## src/rtl/adcfmt_pkg.sv

```systemverilog
package adcfmt_pkg;
   // settings applied to the output path
   typedef struct packed {
      logic cpl;    // 1 = invert every output bit
      logic oe_n;   // 1 = outputs not driven
   } fmt_cfg_t;
endpackage

```

## src/rtl/adcfmt_ctrl.sv

```systemverilog
module adcfmt_ctrl
   import adcfmt_pkg::*;
#(
   parameter bit CPL_RST = 1'b1
) (
   input  logic     clk,
   input  logic     rst_n,
   input  logic     eoc,
   input  logic     cpl_sel,
   input  logic     oe_n,
   output fmt_cfg_t cfg,
   output logic     capture
);
   logic eoc_q;

   always_ff @(posedge clk) begin
      if (!rst_n) begin
         eoc_q    <= 1'b0;
         cfg.cpl  <= CPL_RST;
         cfg.oe_n <= 1'b1;
      end else begin
         eoc_q <= eoc;
         if (!eoc) begin
            cfg.cpl  <= cpl_sel;
            cfg.oe_n <= oe_n;
         end
      end
   end

   assign capture = eoc_q & ~eoc;
endmodule

```

## src/rtl/adcfmt_capture.sv

```systemverilog
module adcfmt_capture #(
   parameter int DATA_W = 16
) (
   input  logic              clk,
   input  logic              rst_n,
   input  logic              capture,
   input  logic [DATA_W-1:0] code_in,
   input  logic              ovr_in,
   output logic [DATA_W-1:0] code_q,
   output logic              ovr_q
);
   always_ff @(posedge clk) begin
      if (!rst_n) begin
         code_q <= '0;
         ovr_q  <= 1'b0;
      end else if (capture) begin
         code_q <= code_in;
         ovr_q  <= ovr_in;
      end
   end
endmodule

```

## src/rtl/adcfmt_map.sv

```systemverilog
module adcfmt_map
   import adcfmt_pkg::*;
#(
   parameter int DATA_W = 16
) (
   input  logic [DATA_W-1:0] code,
   input  logic              ovr,
   input  fmt_cfg_t          cfg,
   output logic [DATA_W-1:0] dout,
   output logic              msb,
   output logic              msb_n,
   output logic              ovf,
   output logic              drv_en
);
   localparam int TOP = DATA_W - 1;

   logic [DATA_W-1:0] word;
   logic              at_zero, at_ones, flag;

   for (genvar b = 0; b < DATA_W; b++) begin : g_bit
      assign word[b] = code[b] ^ cfg.cpl;
   end

   assign at_zero = ~|word;
   assign at_ones = &word;
   assign flag    = at_zero | (at_ones & ovr);
   assign drv_en  = ~cfg.oe_n;

   always_comb begin
      dout  = '0;
      msb   = 1'b0;
      msb_n = 1'b0;
      ovf   = 1'b0;
      if (drv_en) begin
         dout  = word;
         msb   = word[TOP];
         msb_n = ~word[TOP];
         ovf   = flag;
      end
   end
endmodule

```

## src/rtl/adc_code_formatter.sv

```systemverilog
module adc_code_formatter
   import adcfmt_pkg::*;
#(
   parameter int DATA_W  = 16,
   parameter bit CPL_RST = 1'b1
) (
   input  logic              clk,
   input  logic              rst_n,
   input  logic [DATA_W-1:0] conv_code,
   input  logic              over_rng,
   input  logic              eoc,
   input  logic              cpl_sel,
   input  logic              oe_n,
   output logic [DATA_W-1:0] dout,
   output logic              msb,
   output logic              msb_n,
   output logic              ovf,
   output logic              drv_en
);
   if (DATA_W < 2) begin : g_bad_width
      $error("adc_code_formatter: DATA_W must be at least 2");
   end

   fmt_cfg_t          cfg;
   logic              capture;
   logic [DATA_W-1:0] code_q;
   logic              ovr_q;

   adcfmt_ctrl #(.CPL_RST(CPL_RST)) u_ctrl (
      .clk(clk), .rst_n(rst_n), .eoc(eoc), .cpl_sel(cpl_sel),
      .oe_n(oe_n), .cfg(cfg), .capture(capture)
   );

   adcfmt_capture #(.DATA_W(DATA_W)) u_cap (
      .clk(clk), .rst_n(rst_n), .capture(capture), .code_in(conv_code),
      .ovr_in(over_rng), .code_q(code_q), .ovr_q(ovr_q)
   );

   adcfmt_map #(.DATA_W(DATA_W)) u_map (
      .code(code_q), .ovr(ovr_q), .cfg(cfg), .dout(dout), .msb(msb),
      .msb_n(msb_n), .ovf(ovf), .drv_en(drv_en)
   );
endmodule

```

## config.mk

```make
export PLATFORM = sky130hd
export DESIGN_NAME = adc_code_formatter
export DESIGN_NICKNAME = d
export VERILOG_FILES = /design/src/rtl/adcfmt_pkg.sv /design/src/rtl/adcfmt_ctrl.sv /design/src/rtl/adcfmt_capture.sv /design/src/rtl/adcfmt_map.sv /design/src/rtl/adc_code_formatter.sv
export SDC_FILE = /design/constraint.sdc
export NUM_CORES = 1
export LEC_CHECK = 0
export ABC_AREA = 0
export BUFFER_PORTS_ARGS = -buffer_cell sky130_fd_sc_hd__buf_2
export CAP_MARGIN = 15
export CORE_ASPECT_RATIO = 0.9
export CORE_MARGIN = 2
export CORE_UTILIZATION = 45
export CTS_CLUSTER_DIAMETER = 50
export DETAILED_ROUTE_END_ITERATION = 10
export PLACE_DENSITY = 0.78
export SLEW_MARGIN = 40
export SYNTH_ARGS = -nofsm -noshare
export SYNTH_HDL_FRONTEND = slang
export SYNTH_SLANG_ARGS = --single-unit
```

## constraint.sdc

```tcl
create_clock -name clk -period 3.45 [get_ports clk]
set_input_delay 0.1725 -clock clk [delete_from_list [all_inputs] [get_ports clk]]
set_output_delay 0.1725 -clock clk [all_outputs]
set_load 0.02 [all_outputs]
```

==> out/results.ini <==
[clocking]
clock_latency_ns=0.29
cts_buffers=3
clockRootBuffer=clkbuf_4
h-tree-depth=1
clk_pin_slew_ns=0.11
cts_hold_buf=0
ctsResizeCount=0
cts.sinks=20
cts_buffer_depth=2
cts_tree=yes
postCtsSetupBuffers=0

[worst_setup_path]
critPathKind=reg -> out
start_kind=flip-flop
cp_max_fo=20
cpMaxStageDelayCell=dfxtp_1
critPathTopFamily=flip-flops
slowest_delay_ns=0.86
critPathRequiredTime_ns=3.28
critPathBufInv=2
worstPathCellList=buf_4 -> or2b_1 -> nor4_1 -> o2111ai_1 -> o21ai_1 -> buf_2
crit_arrival_ns=2.40
endpoint_kind=output pin

[floorplanning]
io_pins=42
rows=17
coreArea_mm2=0.002467
fp.dieH_um=52.68
dieArea_mm2=0.003060
die_x_um=58.09
initial_core_util_pct=48.02

[sta]
worstMarginPinSlew_ns=0.8079
setup_violations=0
finalMaxSlewViolations=0
maxSlewHeadroom_pct=46.07
hold_viol_final=0
fin_tns_setup_ns=0
fin_skew_ns=0.001613
max_freq_mhz=389.4
period_share_pct=74.44
finalCriticalPeriod_ns=2.568
layout_setup_ws_ns=0.8818
rsz0062_at_grt=no

[synth]
muxShareOfSynthArea_pct=1.690
syn_area_mm2=0.001185
syn_nets=179
ys.warnings.count=0
synth_adder_area_share_pct=0
ys_types=33
syn_inst=157
ys_ff_latch=20
synthXorXnorAreaFrac_pct=9.609
syn_avg_cell_area_um2=7.547
synth_top_family_by_area=simple AND/OR/NAND/NOR gates
yosys.area_share.simple_pct=30.62
synth-compound-area-share_pct=17.32
yosysSeqAreaShare_pct=33.79

[grt]
grt_pass1_wl_mm=4.395
grt_max_degree=21
grt_pass1_vias=1042
grt_overflow=0
antenna_found_initial=0
grt_usage_pct=18.36

[finish]
antennaDiodeCount=0
fin_nets=214
drive_above_1_share_pct=25.79
n_fill_cell=239
area_delta_synth_final_pct=16.68
layout_common_cells=nand2_1, buf_2, dfxtp_1

[placed_design]
portBuffers=41
pre_cts_ws_ns=1.223
gp_congestion=0.8136
hpwlAfterDp_mm=2.010

[power]
power.density_mw_per_mm2=337.3
seq_power_share_pct=54.9
p_sw_share_pct=29.88
p_comb_share_pct=21.8
power_frac_clock_pct=23.3
leakage_nw=0.6048
p_switching_mw=0.1393
power.internal_mw=0.3269
vdd_ir_drop_max_v=0.0002788

[route]
ant_nets=0
dr.first_iter.drc_count=20
num_vias=1163
wl_per_cell_um=12.46
drc=0
routed_wl_mm=2.716
viasPerCell=5.335
firstDrtPassIters=4

[min_path]
hold_path_class=in -> reg

[status]
outcome=finished clean

[job]
max-cap-violations=0

[flip-flops by register name (all words and copies together), names as in the netlist]
| signal | cells |
|---|---|
| u_ctrl.eoc_q | 1 |
| u_cap.code_q | 16 |
| u_ctrl.cfg | 2 |
| u_cap.ovr_q | 1 |
[logic make-up after synthesis]
| logic type | after synthesis |
|---|---|
| mux | 2 |
| xor+xnor | 13 |
| buf+inv | 14 |
| simple gates | 79 |
| compound gates | 29 |
| flops | 20 |
[power by group through the flow]
| stage | Combinational [mW] | Clock, mW | Sequential [mW] |
|---|---|---|---|
| final | 0.102 | 0.109 | 0.256 |
| after global routing | 0.112 | 0.120 | 0.258 |
| after CTS | 0.102 | 0.111 | 0.256 |
| after detailed placement | 0.102 | 0 | 0.261 |
| after global placement | 0.0988 | 0 | 0.260 |
| after floorplan | 0.0813 | 0 | 0.251 |
[stage by stage]
stage / instances / utilization, % / cell area [µm²] / hold slack, ns / power, mW
floorplan: 157 / - / 1185 / 0.2942 / 0.3326
global placement: 215 / 55.02 / 1358 / 0.3843 / 0.3589
detailed placement: 215 / 55.12 / 1360 / 0.4015 / 0.3629
CTS: 218 / 56.03 / 1383 / 0.08909 / 0.4695
global route: 218 / 56.03 / 1383 / 0.08929 / 0.4905
finish: 218 / 56.03 / 1383 / 0.08928 / 0.4663
[final timing paths]
check	from	endpoint	slack, ns	depth (start not counted)
setup / recovery	u_ctrl.cfg[1]	ovf	0.88	6
setup reg to reg	u_ctrl.eoc_q	u_cap.code_q[15]	2.20	3
hold reg to reg	u_cap.ovr_q	u_cap.ovr_q	0.47	2
hold / removal	oe_n	u_ctrl.cfg[0]	0.09	3
[cell type report]
| type | instances | area, µm² | area share (%) |
|---|---|---|---|
| repair buffers | 42 | 212.7 | 15.38 |
| flip-flops and latches | 20 | 400.4 | 28.96 |
| clock buffers | 3 | 22.52 | 1.629 |
| multi-input cells | 123 | 704.4 | 50.95 |
| inverters | 2 | 7.507 | 0.5430 |
| well taps | 28 | 35.03 | 2.534 |
[layer usage]
| metal | global-route usage, % | share of wire [%] | vias to the layer above |
|---|---|---|---|
| met2 | 33.71 | 52 | 23 |
| met4 | 5.814 | 0.92 | 0 |
| met1 | 22.07 | 43 | 548 |
| li1 | - | - | 588 |
| met5 | 0 | 0 | - |
| met3 | 2.469 | 4.1 | 4 |
[Yosys cell counts]
library cell   n  area share [%]
or4b_1         1            0.84
nor2_2         1            0.53
a2bb2o_1       1            0.84
nand2b_1       6             3.2
nand3_1        4             1.7
nor2_1        13             4.1
buf_2          3             1.3
nor4_1         1            0.53
inv_1          1            0.32
xnor2_1       12             8.9
nor3_1         1            0.42
nor3_2         1            0.84
nand4_1        1            0.53
or4_1          1            0.63
xor2_1         1            0.74
clkbuf_1       4             1.3
buf_6          2             1.9
o21ai_1        2            0.84
nor2b_1        1            0.53
mux2i_1        2             1.7
buf_4          3             1.9
and2_1         2             1.1
dfxtp_1       20              34
or2_1          1            0.53
or3_1          3             1.6
o22ai_1        4             2.1
o2111ai_1      1            0.74
or2b_1         1            0.63
inv_2          1            0.32
nand2_1       41              13
a21boi_1      17              11
a21oi_1        3             1.3
o32ai_1        1            0.74
[worst min-delay path, delay by kind of cell]
kind / cells / cell delay [ns]
simple gates: 1 / 0.06
mux: 1 / 0.05
buf+inv: 1 / 0.08
Note: power is estimated with default switching activity, not from simulation.
